$ cat config.mk
export PLATFORM = sky130hd
export DESIGN_NAME = psw_unit
export DESIGN_NICKNAME = d
export VERILOG_FILES = /design/src/rtl/psw_pkg.sv /design/src/rtl/psw_result_flags.sv /design/src/rtl/psw_cy_path.sv /design/src/rtl/psw_ie_ctl.sv /design/src/rtl/psw_irq_gate.sv /design/src/rtl/psw_unit.sv
export SDC_FILE = /design/constraint.sdc
export NUM_CORES = 1
export LEC_CHECK = 0
export CAP_MARGIN = 20
export CORE_MARGIN = 1.5
export CORE_UTILIZATION = 24
export CTS_CLUSTER_SIZE = 40
export DETAILED_ROUTE_END_ITERATION = 10
export PLACE_DENSITY = 0.9
export SLEW_MARGIN = 10
export SYNTH_ARGS = -nofsm -noshare
export SYNTH_HDL_FRONTEND = slang
export SYNTH_SLANG_ARGS = --single-unit
$ cat constraint.sdc
create_clock -name clk -period 4.2 [get_ports clk]
set_input_delay 0.42 -clock clk [delete_from_list [all_inputs] [get_ports clk]]
set_output_delay 0.42 -clock clk [all_outputs]
set_load 0.02 [all_outputs]
$ cat src/rtl/psw_pkg.sv
// Package: shared types and constants of the status flag unit.
// Assumes: the flag byte is 8 bits wide; the low nibble holds the flags.
package psw_pkg;

    localparam int FLAG_BYTE_W = 8;
    localparam int NUM_FLAGS   = 4;
    localparam int POS_CY      = 0;
    localparam int POS_AC      = 1;
    localparam int POS_Z       = 2;
    localparam int POS_IE      = 3;

    // CY source and operation select
    typedef enum logic [2:0] {
        CY_KEEP   = 3'd0,
        CY_ARITH  = 3'd1,
        CY_ROTATE = 3'd2,
        CY_MOVE   = 3'd3,
        CY_AND    = 3'd4,
        CY_OR     = 3'd5,
        CY_XOR    = 3'd6,
        CY_INVERT = 3'd7
    } cy_op_e;

    typedef struct packed {
        logic ie;
        logic z;
        logic ac;
        logic cy;
    } flags_t;

endpackage

$ cat src/rtl/psw_result_flags.sv
// Module: derives Z and AC candidates from an arithmetic result.
// Assumes: the ALU already folded the add or subtract sense into res_c3.
module psw_result_flags #(
    parameter int DATA_W = 8
) (
    input  logic [DATA_W-1:0] res_i,
    input  logic              res_c3_i,
    input  logic              z_we_i,
    input  logic              ac_we_i,
    output logic              z_val_o,
    output logic              ac_val_o,
    output logic              z_load_o,
    output logic              ac_load_o
);

    localparam int HALF_W = (DATA_W + 1) / 2;

    logic [1:0] half_any;

    // Detect nonzero bits separately in each half of the result
    generate
        if (DATA_W > 1) begin : g_split
            assign half_any[0] = |res_i[HALF_W-1:0];
            assign half_any[1] = |res_i[DATA_W-1:HALF_W];
        end else begin : g_single
            assign half_any[0] = res_i[0];
            assign half_any[1] = 1'b0;
        end
    endgenerate

    // Zero flag candidate and load strobes
    always_comb begin
        z_val_o   = ~(half_any[0] | half_any[1]);
        ac_val_o  = res_c3_i;
        z_load_o  = z_we_i;
        ac_load_o = ac_we_i;
    end

endmodule

$ cat src/rtl/psw_cy_path.sv
// Module: next value of CY for arithmetic, rotate and bit instructions.
// Assumes: cy_op is a decoded code from psw_pkg::cy_op_e.
module psw_cy_path
    import psw_pkg::*;
(
    input  logic   cy_q_i,
    input  cy_op_e cy_op_i,
    input  logic   carry_i,
    input  logic   rot_bit_i,
    input  logic   bit_in_i,
    output logic   cy_next_o,
    output logic   cy_load_o
);

    // Select the CY source or accumulator operation
    always_comb begin
        cy_load_o = (cy_op_i != CY_KEEP);
        unique case (cy_op_i)
            CY_KEEP:   cy_next_o = cy_q_i;
            CY_ARITH:  cy_next_o = carry_i;
            CY_ROTATE: cy_next_o = rot_bit_i;
            CY_MOVE:   cy_next_o = bit_in_i;
            CY_AND:    cy_next_o = cy_q_i & bit_in_i;
            CY_OR:     cy_next_o = cy_q_i | bit_in_i;
            CY_XOR:    cy_next_o = cy_q_i ^ bit_in_i;
            CY_INVERT: cy_next_o = ~cy_q_i;
            default:   cy_next_o = cy_q_i;
        endcase
    end

endmodule

$ cat src/rtl/psw_ie_ctl.sv
// Module: next value of the global interrupt enable.
// Assumes: priority is acknowledge, then byte write, then DI, then EI.
module psw_ie_ctl (
    input  logic ie_q_i,
    input  logic ei_i,
    input  logic di_i,
    input  logic ack_i,
    input  logic wr_en_i,
    input  logic wr_ie_i,
    output logic ie_next_o
);

    // Resolve the enable sources by fixed priority
    always_comb begin
        if (ack_i)        ie_next_o = 1'b0;
        else if (wr_en_i) ie_next_o = wr_ie_i;
        else if (di_i)    ie_next_o = 1'b0;
        else if (ei_i)    ie_next_o = 1'b1;
        else              ie_next_o = ie_q_i;
    end

endmodule

$ cat src/rtl/psw_irq_gate.sv
// Module: combines IE with per-source masks into an accept signal.
// Assumes: a mask bit of 1 blocks its source.
module psw_irq_gate #(
    parameter int N_SRC = 8
) (
    input  logic             ie_i,
    input  logic [N_SRC-1:0] req_i,
    input  logic [N_SRC-1:0] mask_i,
    output logic [N_SRC-1:0] open_o,
    output logic             accept_o
);

    // One gate per interrupt source
    generate
        for (genvar s = 0; s < N_SRC; s++) begin : g_src
            assign open_o[s] = ie_i & req_i[s] & ~mask_i[s];
        end
    endgenerate

    // Any source passing the gate
    assign accept_o = |open_o;

endmodule

$ cat src/rtl/psw_unit.sv
// Module: top of the status flag unit; holds IE, Z, AC and CY.
// Assumes: synchronous active-low reset; one retiring instruction per cycle.
module psw_unit
    import psw_pkg::*;
#(
    parameter int DATA_W = 8,
    parameter int N_SRC  = 8
) (
    input  logic              clk,
    input  logic              rst_n,
    input  logic [DATA_W-1:0] res_i,
    input  logic              res_c3_i,
    input  logic              res_c7_i,
    input  logic              z_we_i,
    input  logic              ac_we_i,
    input  logic [2:0]        cy_op_i,
    input  logic              rot_out_i,
    input  logic              bit_in_i,
    input  logic              ei_i,
    input  logic              di_i,
    input  logic              ack_i,
    input  logic              wr_en_i,
    input  logic [7:0]        wr_data_i,
    input  logic [N_SRC-1:0]  irq_req_i,
    input  logic [N_SRC-1:0]  irq_mask_i,
    output logic              ie_o,
    output logic              z_o,
    output logic              ac_o,
    output logic              cy_o,
    output logic [7:0]        flags_o,
    output logic [N_SRC-1:0]  irq_open_o,
    output logic              irq_accept_o
);

    flags_t flags_q, flags_d;
    logic   z_val, ac_val, z_load, ac_load;
    logic   cy_next, cy_load, ie_next;
    logic   unused_wr_hi;

    assign unused_wr_hi = ^wr_data_i[FLAG_BYTE_W-1:NUM_FLAGS];

    psw_result_flags #(.DATA_W(DATA_W)) u_res (
        .res_i     (res_i),
        .res_c3_i  (res_c3_i),
        .z_we_i    (z_we_i),
        .ac_we_i   (ac_we_i),
        .z_val_o   (z_val),
        .ac_val_o  (ac_val),
        .z_load_o  (z_load),
        .ac_load_o (ac_load)
    );

    psw_cy_path u_cy (
        .cy_q_i    (flags_q.cy),
        .cy_op_i   (cy_op_e'(cy_op_i)),
        .carry_i   (res_c7_i),
        .rot_bit_i (rot_out_i),
        .bit_in_i  (bit_in_i),
        .cy_next_o (cy_next),
        .cy_load_o (cy_load)
    );

    psw_ie_ctl u_ie (
        .ie_q_i    (flags_q.ie),
        .ei_i      (ei_i),
        .di_i      (di_i),
        .ack_i     (ack_i),
        .wr_en_i   (wr_en_i),
        .wr_ie_i   (wr_data_i[POS_IE]),
        .ie_next_o (ie_next)
    );

    psw_irq_gate #(.N_SRC(N_SRC)) u_gate (
        .ie_i     (flags_q.ie),
        .req_i    (irq_req_i),
        .mask_i   (irq_mask_i),
        .open_o   (irq_open_o),
        .accept_o (irq_accept_o)
    );

    // Next flag state: byte write overrides the per-flag updates
    always_comb begin
        flags_d    = flags_q;
        flags_d.ie = ie_next;
        if (wr_en_i) begin
            flags_d.z  = wr_data_i[POS_Z];
            flags_d.ac = wr_data_i[POS_AC];
            flags_d.cy = wr_data_i[POS_CY];
        end else begin
            if (z_load)  flags_d.z  = z_val;
            if (ac_load) flags_d.ac = ac_val;
            if (cy_load) flags_d.cy = cy_next;
        end
    end

    // Flag register with synchronous reset
    always_ff @(posedge clk) begin
        if (!rst_n) flags_q <= '0;
        else        flags_q <= flags_d;
    end

    // Individual flag outputs
    assign ie_o = flags_q.ie;
    assign z_o  = flags_q.z;
    assign ac_o = flags_q.ac;
    assign cy_o = flags_q.cy;

    // Pack the flag byte; unused positions read zero
    generate
        for (genvar b = 0; b < FLAG_BYTE_W; b++) begin : g_pack
            if (b == POS_IE)      begin : g_ie assign flags_o[b] = flags_q.ie; end
            else if (b == POS_Z)  begin : g_z  assign flags_o[b] = flags_q.z;  end
            else if (b == POS_AC) begin : g_ac assign flags_o[b] = flags_q.ac; end
            else if (b == POS_CY) begin : g_cy assign flags_o[b] = flags_q.cy; end
            else                  begin : g_0  assign flags_o[b] = 1'b0;       end
        end
    endgenerate

endmodule

=== Word-level counts from Yosys, hierarchy flattened ===
Cells that the tools add are included.

* Bits in registers: 4
* Input bits: 47
* Output and inout bits: 21
* Word-level logic and storage cells: 62

* Equality and inequality tests: 8
* Muxes and demuxes: 8
* Bitwise operators: 31
* Reductions and logical operators: 11

{| class="wikitable"
|+ Operator list
! kind !! number
|-
| 1-bit AND || 17
|-
| 3-bit equality test (second input constant) || 4
|-
| 1-bit inverter || 11
|-
| 4-bit OR reduction || 2
|-
| 8-bit OR reduction || 1
|-
| 1-bit one-hot mux with 7 select lines || 1
|-
| 3-bit by 2-bit equality test with 1-bit output (second input constant) || 2
|-
| 1-bit two-way mux || 6
|-
| 2-bit nonzero test || 3
|-
| 3-bit nonzero test || 2
|-
| 3-bit by 1-bit equality test with 1-bit output (second input constant) || 1
|-
| 3-bit logical NOT || 1
|-
| 3-bit two-way mux || 1
|-
| 2-bit inequality test (second input constant) || 1
|-
| 1-bit bitwise OR || 2
|-
| 2-bit AND reduction || 1
|-
| 2-bit OR reduction || 1
|-
| 1-bit bitwise XOR || 1
|}

=== Depth between registers and ports, before layout ===
Gate-level depths: netlist of the first run.

* Depth after elaboration: 5
* Depth in mapped cells: 6
* Depth with buffers taken out: 6

=== Cells and area by module ===
A second synthesis of the first run with hierarchy kept.

* Cells, all modules: 64
* Area total of the unflattened synthesis: 511.7 um^2

{| class="wikitable"
|+ By module, submodules not included
! module !! instances !! cells each !! area an instance (um^2)
|-
| psw_unit || 1 || 23 || 232.7
|-
| psw_irq_gate || 1 || 21 || 110.1
|-
| psw_cy_path || 1 || 10 || 106.4
|-
| psw_result_flags || 1 || 6 || 41.3
|-
| psw_ie_ctl || 1 || 4 || 21.3
|}

=== Least setup slack after synthesis of the first run ===
OpenSTA, ideal clock, no wires.

* Path type: input port to output port
* Start point: input irq_req_i[5]
* End point: output irq_accept_o
* Arrival time: 1.221 ns
* Required time: 3.780 ns
* Slack: 2.559 ns
* Stages on the path: 4
* Buffers on the path: 0
* Cells stage by stage: inv_1 o22ai_1 o31a_1 or3_1

* Word-level cells in the longest chain between the ends: 3

{| class="wikitable"
|+ RTL lines
! what !! RTL line !! RTL
|-
| start, declared || psw_unit.sv:24 || <nowiki>input logic [N_SRC-1:0] irq_req_i,</nowiki>
|-
| 1-bit AND (2 in series) || psw_irq_gate.sv:16 || <nowiki>assign open_o[s] = ie_i & req_i[s] & ~mask_i[s];</nowiki>
|-
| 8-bit OR reduction || psw_irq_gate.sv:21 || <nowiki>assign accept_o = |open_o;</nowiki>
|-
| end, declared || psw_unit.sv:32 || <nowiki>output logic irq_accept_o</nowiki>
|}

No other way between the ends.

=== Worst setup path after layout of the first run ===
* Start point: input irq_req_i[6]
* End point: output irq_accept_o

The elaborated chain is that of the path after synthesis.

==> flow_metrics.py, run 1 <==
metrics = {
    "status": {
        "status": "finished clean",
    },
    "placement": {
        "numPortBuffers": 59,
        "hpwlAfterDp_um": 1450,
        "gp_congestion": 0.577,
    },
    "grt": {
        "grtUsageTotal": 0.144,
        "grt_pass1_vias": 525,
        "grt_max_degree": 13,
        "overflow": 0,
        "antenna_found_initial": 0,
        "grt_pass1_wl_um": 2100,
    },
    "worst_setup_path": {
        "crit_chain": "clkdlybuf4s50_1, inv_1, o22ai_1, o31a_1, or3_1, clkdlybuf4s50_1",
        "reg2reg_depth": 5,
        "crit_required_ps": 3780,
        "r2r-end": "cy_o",
        "crit_path_max_incr_delay_ps": 540,
        "critPathKind": "input port to output port",
        "critPathTopFamily": "buffers and inverters",
        "rr_startpoint": "cy_o",
        "cp_common_cell": "clkdlybuf4s50_1",
        "critical_path.startpoint": "irq_req_i[6]",
        "rrSetupSlack_ps": 2620,
        "critical_path.endpoint_type": "output port",
        "crit_fanout": 2,
        "crit_buf_inv": 3,
        "worstPathArrival_ps": 2110,
        "crit_path_top_delay_cell": "clkdlybuf4s50_1",
        "endpoint": "irq_accept_o",
        "cp-start-kind": "input port",
        "worst-path-stages": 6,
    },
    "drt": {
        "drc": 0,
        "wire_per_inst_um": 11.6,
        "drt_first_pass_iters": 4,
        "route.vias.total": 646,
        "wl_um": 1650,
        "drt-initial-drc-count": 8,
        "antenna_left": 0,
        "drt-vias-per-instance": 4.55,
    },
    "yosys": {
        "syn_inst": 60,
        "synth_xor_area_frac": 0,
        "ys_warn_count": 0,
        "synth-compound-area-share": 0.174,
        "yosys_register_bits": 4,
        "synth_top_family_by_area": "simple AND/OR/NAND/NOR gates",
        "yosys.area_share.simple": 0.253,
        "synth_area_per_cell_um2": 7.57,
        "synthAdderAreaFrac": 0.0551,
        "synthMuxAreaShare": 0.118,
        "synth.distinct_cells": 23,
        "ys_seq_area_frac": 0.176,
        "synthesis.area_um2": 454,
    },
    "cts": {
        "cts_hold_buf": 0,
        "root_buffer": "clkbuf_4",
        "cts_inserted_buffers": 3,
        "postCtsResizedCells": 0,
        "ctsHtreeMaxLevel": 1,
        "cts.clk_slew.worst_paths_ps": 40,
        "worstSkewPairLatency_ps": 240,
        "cts_max_path_buffers": 2,
        "cts.sinks": 4,
        "cts_tree": "yes",
        "post_cts_buffers": 0,
    },
    "sta": {
        "layout_min_cycle_time_ps": 2530,
        "rsz0062_at_grt": "no",
        "hold_viol_final": 0,
        "setup-violations-final": 0,
        "clock_skew_ps": 0,
        "hold_slack_ps": 579,
        "drv_slew": 0,
        "fmax_ghz": 0.395,
        "setup_tns_ps": 0,
        "finalCritPeriodShare": 0.603,
    },
    "job": {
        "cap_violations": 0,
    },
    "power": {
        "p_per_area_mw_per_mm2": 170,
        "leakage_nw": 0.429,
        "peakVddDrop_mv": 0.142,
    },
    "die": {
        "num_rows": 15,
        "die-width_um": 46.5,
        "start_util": 0.260,
        "die-area_mm2": 0.00216,
        "ios": 68,
        "die_h_um": 46.5,
        "design.core.area_mm2": 0.00175,
    },
    "min_path": {
        "hold_path.class": "flop to flop",
    },
    "layout": {
        "final_nets": 168,
        "n_antenna_cell": 0,
        "drive_gt1_frac": 0.0427,
        "area_growth_pct": 131,
    },
}
## worst register-to-register path, stage by stage, from the launching register on
cell and delay, ps:
dfxtp_1 400, inv_1 80, ha_1 270, mux4_2 470, a21oi_1 160, a31oi_1 90
## stage by stage
stage / worst slack [ps] / instances / cell area (um^2) / utilization / total power [mW]
after global routing: 1580 / 142 / 1050 / 0.601 / 0.193
after global placement: 1680 / 139 / 1030 / 0.589 / 0.129
final: 1670 / 142 / 1050 / 0.601 / 0.178
after detailed placement: 1660 / 139 / 1030 / 0.589 / 0.131
after floorplan: 2560 / 63 / 465 / - / 0.0793
after CTS: 1660 / 142 / 1050 / 0.601 / 0.181
## power by group
group,internal (mW),switching (mW)
Sequential,0.0408,0.00313
Clock,0.0320,0.0164
Combinational,0.0557,0.0304
## cell usage after synthesis
cell,number,area [um^2]
a21oi_1,3,15.0
nand3b_1,1,7.51
nor2_1,2,7.51
a31oi_1,1,6.26
nor3b_1,7,52.6
ha_1,2,25.0
inv_1,10,37.5
o211a_1,1,10.0
and3b_1,1,8.76
o21ai_0,2,10.0
buf_4,8,60.1
dfxtp_1,4,80.1
nand2_1,2,7.51
o31a_1,1,8.76
or3_1,1,6.26
mux2_2,1,11.3
conb_1,1,3.75
or4_1,2,15.0
o22ai_1,3,18.8
mux4_2,1,22.5
nor3_1,2,10.0
mux2i_1,2,20.0
o21ai_1,2,10.0
## worst min path at each step
stage,start,endpoint,slack [ps],depth (start not counted)
after floorplan,ack_i,ie_o,500,1
after global placement,z_o,z_o,550,2
after detailed placement,z_o,z_o,570,2
after CTS,z_o,z_o,580,2
after global routing,z_o,z_o,600,2
final,z_o,z_o,580,2
## layer usage
layer  vias to the layer above  routed length [um]  track usage
met5                         -                   0            0
met4                         0                   0       0.0343
met3                         0                 252       0.0980
met2                        42                 876        0.292
met1                       288                 520        0.103
li1                        316                   -            -
## cell families after synthesis
kind of cell             count (synthesis)
adder cells (fa/ha/maj)                  2
other                                    1
buffers and inverters                   18
AO/OA/AOI/OAI                           13
flip-flops                               4
multiplexers                             4
AND/OR/NAND/NOR                         18
## flip-flops by register name, summed over array words and instances (netlist names)
name / count
cy_o: 1
ie_o: 1
ac_o: 1
z_o: 1
## layout make-up
| class | instances | area [um^2] |
|---|---|---|
| multi-input cells | 41 | 288 |
| repair buffers | 59 | 591 |
| fillers | 159 | 696 |
| clock buffers | 3 | 22.5 |
| flip-flops and latches | 4 | 80.1 |
| inverters | 10 | 37.5 |
| well taps | 25 | 31.3 |
## layout by cell type, fill, tap and decap left out, types with 2 or more instances in the layout
master           instances
o21ai_0                  2
mux2i_1                  2
nor2_1                   2
clkdlybuf4s50_1         59
or4_1                    2
clkbuf_4                 3
o22ai_1                  3
ha_1                     2
o21ai_1                  2
conb_1                   4
nor3b_1                  7
nand2_1                  2
nor3_1                   2
inv_1                   10
dfxtp_1                  4
a21oi_1                  3
No activity file was read; power rests on OpenSTA's default activity.
==> run 2, diff against run 1 <==
CORE_UTILIZATION = 20   (was 24)
PLACE_DENSITY = 0.81   (was 0.9)
clock period = 2.3 ns   (was 4.2 ns; I/O delays follow)
==> flow_metrics.py, run 2 (synthesis gave the netlist of run 1 again) <==
metrics = {
    "min_path": {
        "hold_depth": 2,
        "hold_path.class": "input port to flop",
        "hold_end": "ie_o",
        "min-delay-start": "ack_i",
    },
    "layout": {
        "n_antenna_cell": 0,
        "fillers": 219,
        "final_nets": 168,
        "fin_area_mm2": 0.00105,
        "most-common-layout-cells": "59 x clkdlybuf4s50_1, 10 x inv_1, 7 x nor3b_1, 4 x conb_1, 4 x dfxtp_1",
        "area_growth_pct": 132,
        "layout_commonest_cell": "clkdlybuf4s50_1",
        "drive_gt1_frac": 0.0427,
    },
    "sta": {
        "setup_tns_ps": 0,
        "fmax_ghz": 0.460,
        "hold_viol_final": 0,
        "clock_skew_ps": 0,
        "drv_slew": 0,
        "finalCritPeriodShare": 0.945,
        "layout_min_cycle_time_ps": 2170,
        "rsz0062_at_grt": "no",
        "setup-violations-final": 0,
    },
    "placement": {
        "hpwlAfterDp_um": 1370,
        "gp_congestion": 0.653,
        "placed_cell_area_mm2": 0.00103,
        "numPortBuffers": 59,
    },
    "worst_setup_path": {
        "worstPathArrival_ps": 1940,
        "critical_path.endpoint_type": "output port",
        "reg2reg_depth": 5,
        "critPathKind": "input port to output port",
        "r2r-end": "cy_o",
        "cp-start-kind": "input port",
        "crit_required_ps": 2070,
        "crit_fanout": 2,
        "rr_startpoint": "cy_o",
        "rrSetupSlack_ps": 740,
    },
    "power": {
        "p_clk_frac": 0.270,
        "swShare": 0.280,
        "switchingPower_uw": 91.1,
        "p_per_area_mw_per_mm2": 309,
        "internal_power_uw": 235,
        "seqPwrFrac": 0.247,
        "combPwrFrac": 0.483,
        "leakage_nw": 0.429,
        "peakVddDrop_mv": 0.223,
    },
    "cts": {
        "cts.sinks": 4,
        "cts_hold_buf": 0,
        "ctsHtreeMaxLevel": 1,
        "postCtsResizedCells": 0,
        "root_buffer": "clkbuf_4",
        "cts.clk_slew.worst_paths_ps": 40,
        "cts_tree": "yes",
        "cts_max_path_buffers": 2,
        "cts_inserted_buffers": 3,
        "worstSkewPairLatency_ps": 230,
        "post_cts_buffers": 0,
    },
    "grt": {
        "grtUsageTotal": 0.121,
        "overflow": 0,
        "antenna_found_initial": 0,
        "grt_pass1_wl_um": 2300,
        "grt_pass1_vias": 547,
        "grt_max_degree": 13,
    },
    "drt": {
        "route.vias.total": 627,
        "drc": 0,
        "wl_um": 1600,
        "drt_first_pass_iters": 4,
        "antenna_left": 0,
        "drt-vias-per-instance": 4.32,
        "wire_per_inst_um": 11.1,
        "drt-initial-drc-count": 8,
    },
    "die": {
        "start_util": 0.209,
        "die-width_um": 50.7,
        "die_h_um": 50.7,
        "die-area_mm2": 0.00257,
        "ios": 68,
        "design.core.area_mm2": 0.00217,
        "num_rows": 17,
    },
    "status": {
        "status": "finished clean",
    },
    "job": {
        "cap_violations": 0,
    },
}
-- run 2: per-stage QoR --
| step | hold slack (ps) | setup slack (ps) | power, mW | cells | util |
|---|---|---|---|---|---|
| 6_report | 543 | 126 | 0.326 | 145 | 0.486 |
| 5_1_grt | 538 | 67.9 | 0.350 | 145 | 0.486 |
| 3_3_place_gp | 557 | 170 | 0.235 | 142 | 0.475 |
| 3_5_place_dp | 587 | 127 | 0.239 | 142 | 0.475 |
| 2_1_floorplan | 306 | 695 | 0.145 | 63 | - |
| 4_1_cts | 528 | 123 | 0.333 | 145 | 0.486 |
-- run 2: area by class of cell --
| type | count | area [um^2] | share of cell area |
|---|---|---|---|
| clock buffers | 3 | 22.5 | 0.0214 |
| inverters | 10 | 37.5 | 0.0356 |
| multi-input cells | 41 | 288 | 0.273 |
| flip-flops and latches | 4 | 80.1 | 0.0760 |
| well taps | 28 | 35.0 | 0.0333 |
| repair buffers | 59 | 591 | 0.561 |
-- run 2: worst max-delay path, cell delays in order --
cell and delay, ps:
clkdlybuf4s50_1 410, inv_1 90, o22ai_1 90, o31a_1 270, or3_1 310, clkdlybuf4s50_1 540
-- run 2: worst max-delay path by stage --
stage / start / end / cells past startpoint
6_report: irq_req_i[6] / irq_accept_o / 6
5_1_grt: irq_req_i[6] / irq_accept_o / 6
4_1_cts: irq_mask_i[7] / irq_accept_o / 5
3_5_place_dp: irq_req_i[6] / irq_accept_o / 6
3_3_place_gp: irq_mask_i[5] / irq_accept_o / 5
2_1_floorplan: cy_o / cy_o / 5
-- run 2: metal layers --
layer | track usage | up-vias | wire [um]
met5 | 0 | - | 0
met1 | 0.115 | 273 | 611
met2 | 0.219 | 39 | 813
met4 | 0.0541 | 0 | 0
li1 | - | 315 | -
met3 | 0.0565 | 0 | 179
-- run 2: power groups by stage --
stage               Sequential, mW  Combinational [mW]  Clock (mW)
floorplan                   0.0859              0.0588           0
global placement            0.0815               0.154           0
detailed placement          0.0817               0.157           0
CTS                         0.0807               0.158      0.0943
global route                0.0814               0.168       0.101
finish                      0.0804               0.157      0.0880
==> run 3, diff against run 2 <==
CORE_UTILIZATION = 22   (was 20)
PLACE_DENSITY = 0.82   (was 0.81)
SYNTH_HIERARCHICAL = 1   (was not set)
==> flow_metrics.py, run 3 <==
metrics = {
    "status": {
        "status": "finished clean",
    },
    "worst_setup_path": {
        "crit_path_top_delay_cell": "clkdlybuf4s50_1",
        "worstPathArrival_ps": 2320,
        "critPathKind": "input port to flop",
        "crit_buf_inv": 2,
        "crit_path_max_incr_delay_ps": 480,
        "critical_path.startpoint": "bit_in_i",
        "crit_required_ps": 2430,
        "crit_chain": "clkdlybuf4s50_1, inv_1, ha_1, mux2_1, mux4_2, mux2_1, o211a_1",
        "cp-start-kind": "input port",
        "rr_startpoint": "cy_o",
        "critical_path.endpoint_type": "flop",
        "critPathTopFamily": "multiplexers",
        "rrSetupSlack_ps": 150,
        "r2r-end": "cy_o",
        "cp_common_cell": "mux2_1",
        "crit_fanout": 2,
        "reg2reg_depth": 6,
    },
    "min_path": {
        "hold_path.class": "flop to flop",
        "hold_end": "ac_o",
        "hold_depth": 2,
        "min-delay-start": "ac_o",
    },
    "cts": {
        "post_cts_buffers": 0,
        "postCtsResizedCells": 0,
        "root_buffer": "clkbuf_4",
        "worstSkewPairLatency_ps": 230,
        "cts_tree": "yes",
        "cts.sinks": 4,
        "cts_hold_buf": 0,
        "cts.clk_slew.worst_paths_ps": 40,
        "ctsHtreeMaxLevel": 1,
        "cts_max_path_buffers": 2,
        "cts_inserted_buffers": 3,
    },
    "power": {
        "peakVddDrop_mv": 0.224,
        "report.power.total_uw": 335,
        "leakage_nw": 0.452,
        "p_per_area_mw_per_mm2": 306,
    },
    "sta": {
        "hold_slack_ps": 618,
        "layout_min_cycle_time_ps": 2200,
        "setup-violations-final": 0,
        "finalCritPeriodShare": 0.955,
        "rsz0062_at_grt": "no",
        "hold_viol_final": 0,
        "setup_tns_ps": 0,
        "clock_skew_ps": 0,
        "drv_slew": 0,
        "fmax_ghz": 0.455,
    },
    "yosys": {
        "syn_inst": 64,
        "synth_common_cells": "11 x buf_4, 6 x inv_1, 6 x mux2_1",
        "synth.distinct_cells": 23,
        "ys_warn_count": 6,
        "synth_area_per_cell_um2": 8.00,
        "synthTopCellsByArea": "buf_4 16%, dfxtp_1 16%, mux2_1 13%",
        "synth_async_sr_flop_share": 0,
        "synth.top_cell.area_share": 0.161,
        "synthesis.area_um2": 512,
        "synth-edff-count": 0,
        "synth_most_common_cell": "buf_4",
        "yosysTopAreaCell": "buf_4",
        "ys_seq_area_frac": 0.156,
        "ys.flop_type": "dfxtp_1",
        "yosys_register_bits": 4,
    },
    "die": {
        "start_util": 0.231,
        "die_h_um": 51.2,
        "num_rows": 17,
        "design.core.area_mm2": 0.00221,
        "die-area_mm2": 0.00262,
        "die-width_um": 51.2,
        "ios": 68,
    },
    "layout": {
        "multi_input_area_um2": 330,
        "most-common-layout-cells": "59 x clkdlybuf4s50_1, 6 x mux2_1, 6 x inv_1",
        "layout_commonest_cell": "clkdlybuf4s50_1",
        "drive_gt1_frac": 0.0840,
        "area_growth_pct": 114,
        "final-seq-area_um2": 80.1,
        "final_nets": 170,
        "final_cells": 147,
        "fillers": 220,
        "n_antenna_cell": 0,
        "fin_util": 0.495,
    },
    "grt": {
        "grtUsageTotal": 0.127,
        "grt_pass1_vias": 624,
        "grt_max_degree": 9,
        "overflow": 0,
        "antenna_found_initial": 0,
        "grt_pass1_wl_um": 2550,
    },
    "drt": {
        "drt_first_pass_iters": 4,
        "drt-vias-per-instance": 4.21,
        "drc": 0,
        "wire_per_inst_um": 11.8,
        "drt-initial-drc-count": 3,
        "wl_um": 1730,
        "antenna_left": 0,
        "route.vias.total": 619,
    },
    "placement": {
        "gp_congestion": 0.684,
        "dpl.cell_count": 144,
        "numPortBuffers": 59,
        "hpwlAfterDp_um": 1530,
    },
    "job": {
        "cap_violations": 0,
    },
}
==> run 3: changes by cell type in the layout (fill, tap and decap cells not counted), sizes merged, moves of 3 or more <==
cell    change
nor3b       -7
nand2b      +6
mux2        +5
nor2        +3
nor3        +3
o21ai       -3
==> run 3: worst max path at each step <==
stage	endpoint	cells after the start
CTS	cy_o	7
global placement	cy_o	7
finish	cy_o	7
detailed placement	cy_o	7
floorplan	cy_o	6
global route	cy_o	7
==> run 3: stage by stage <==
stage          setup slack, ps  area, um^2
2_1_floorplan              162         523
3_3_place_gp             -54.1        1070
3_5_place_dp              -151        1070
4_1_cts                   98.7        1100
5_1_grt                   53.5        1100
6_report                   103        1100
==> run 3: logic make-up (layout without fill, tap and decap cells) <==
kind of cell / Yosys count / after routing / share of synthesized area
AO/OA/AOI/OAI: 9 / 9 / 0.144
flip-flops: 4 / 4 / 0.156
multiplexers: 8 / 8 / 0.196
AND/OR/NAND/NOR: 21 / 21 / 0.227
other: 1 / 4 / 0.00733
buffers and inverters: 19 / 71 / 0.220
adder cells (fa/ha/maj): 2 / 2 / 0.0489
==> run 3: tightest hold or removal path: stages (launching register included) <==
cell	delay [ps]
dfxtp_1	330
mux2_1	140
o211a_1	120
==> run 3: final cells by class <==
cell class / count / area share
inverter: 8 / 0.0274
timing repair buffer: 60 / 0.546
multi-input combinational: 44 / 0.301
clock buffer: 3 / 0.0205
tap: 28 / 0.0320
sequential: 4 / 0.0731
==> run 3: per-layer routing <==
metal  vias to the layer above  share of wire  track usage
met2                        23           0.54        0.253
met5                         -              0            0
met3                         0          0.074       0.0497
li1                        317              -            -
met1                       279           0.38        0.129
met4                         0              0      0.00439
==> run 3: power breakdown <==
part / switching [mW] / leakage (nW) / internal (mW)
combinational: 0.0590 / 0.406 / 0.107
sequential: 0.00530 / 0.0332 / 0.0745
clock: 0.0308 / 0.0138 / 0.0585
total: 0.0951 / 0.452 / 0.240
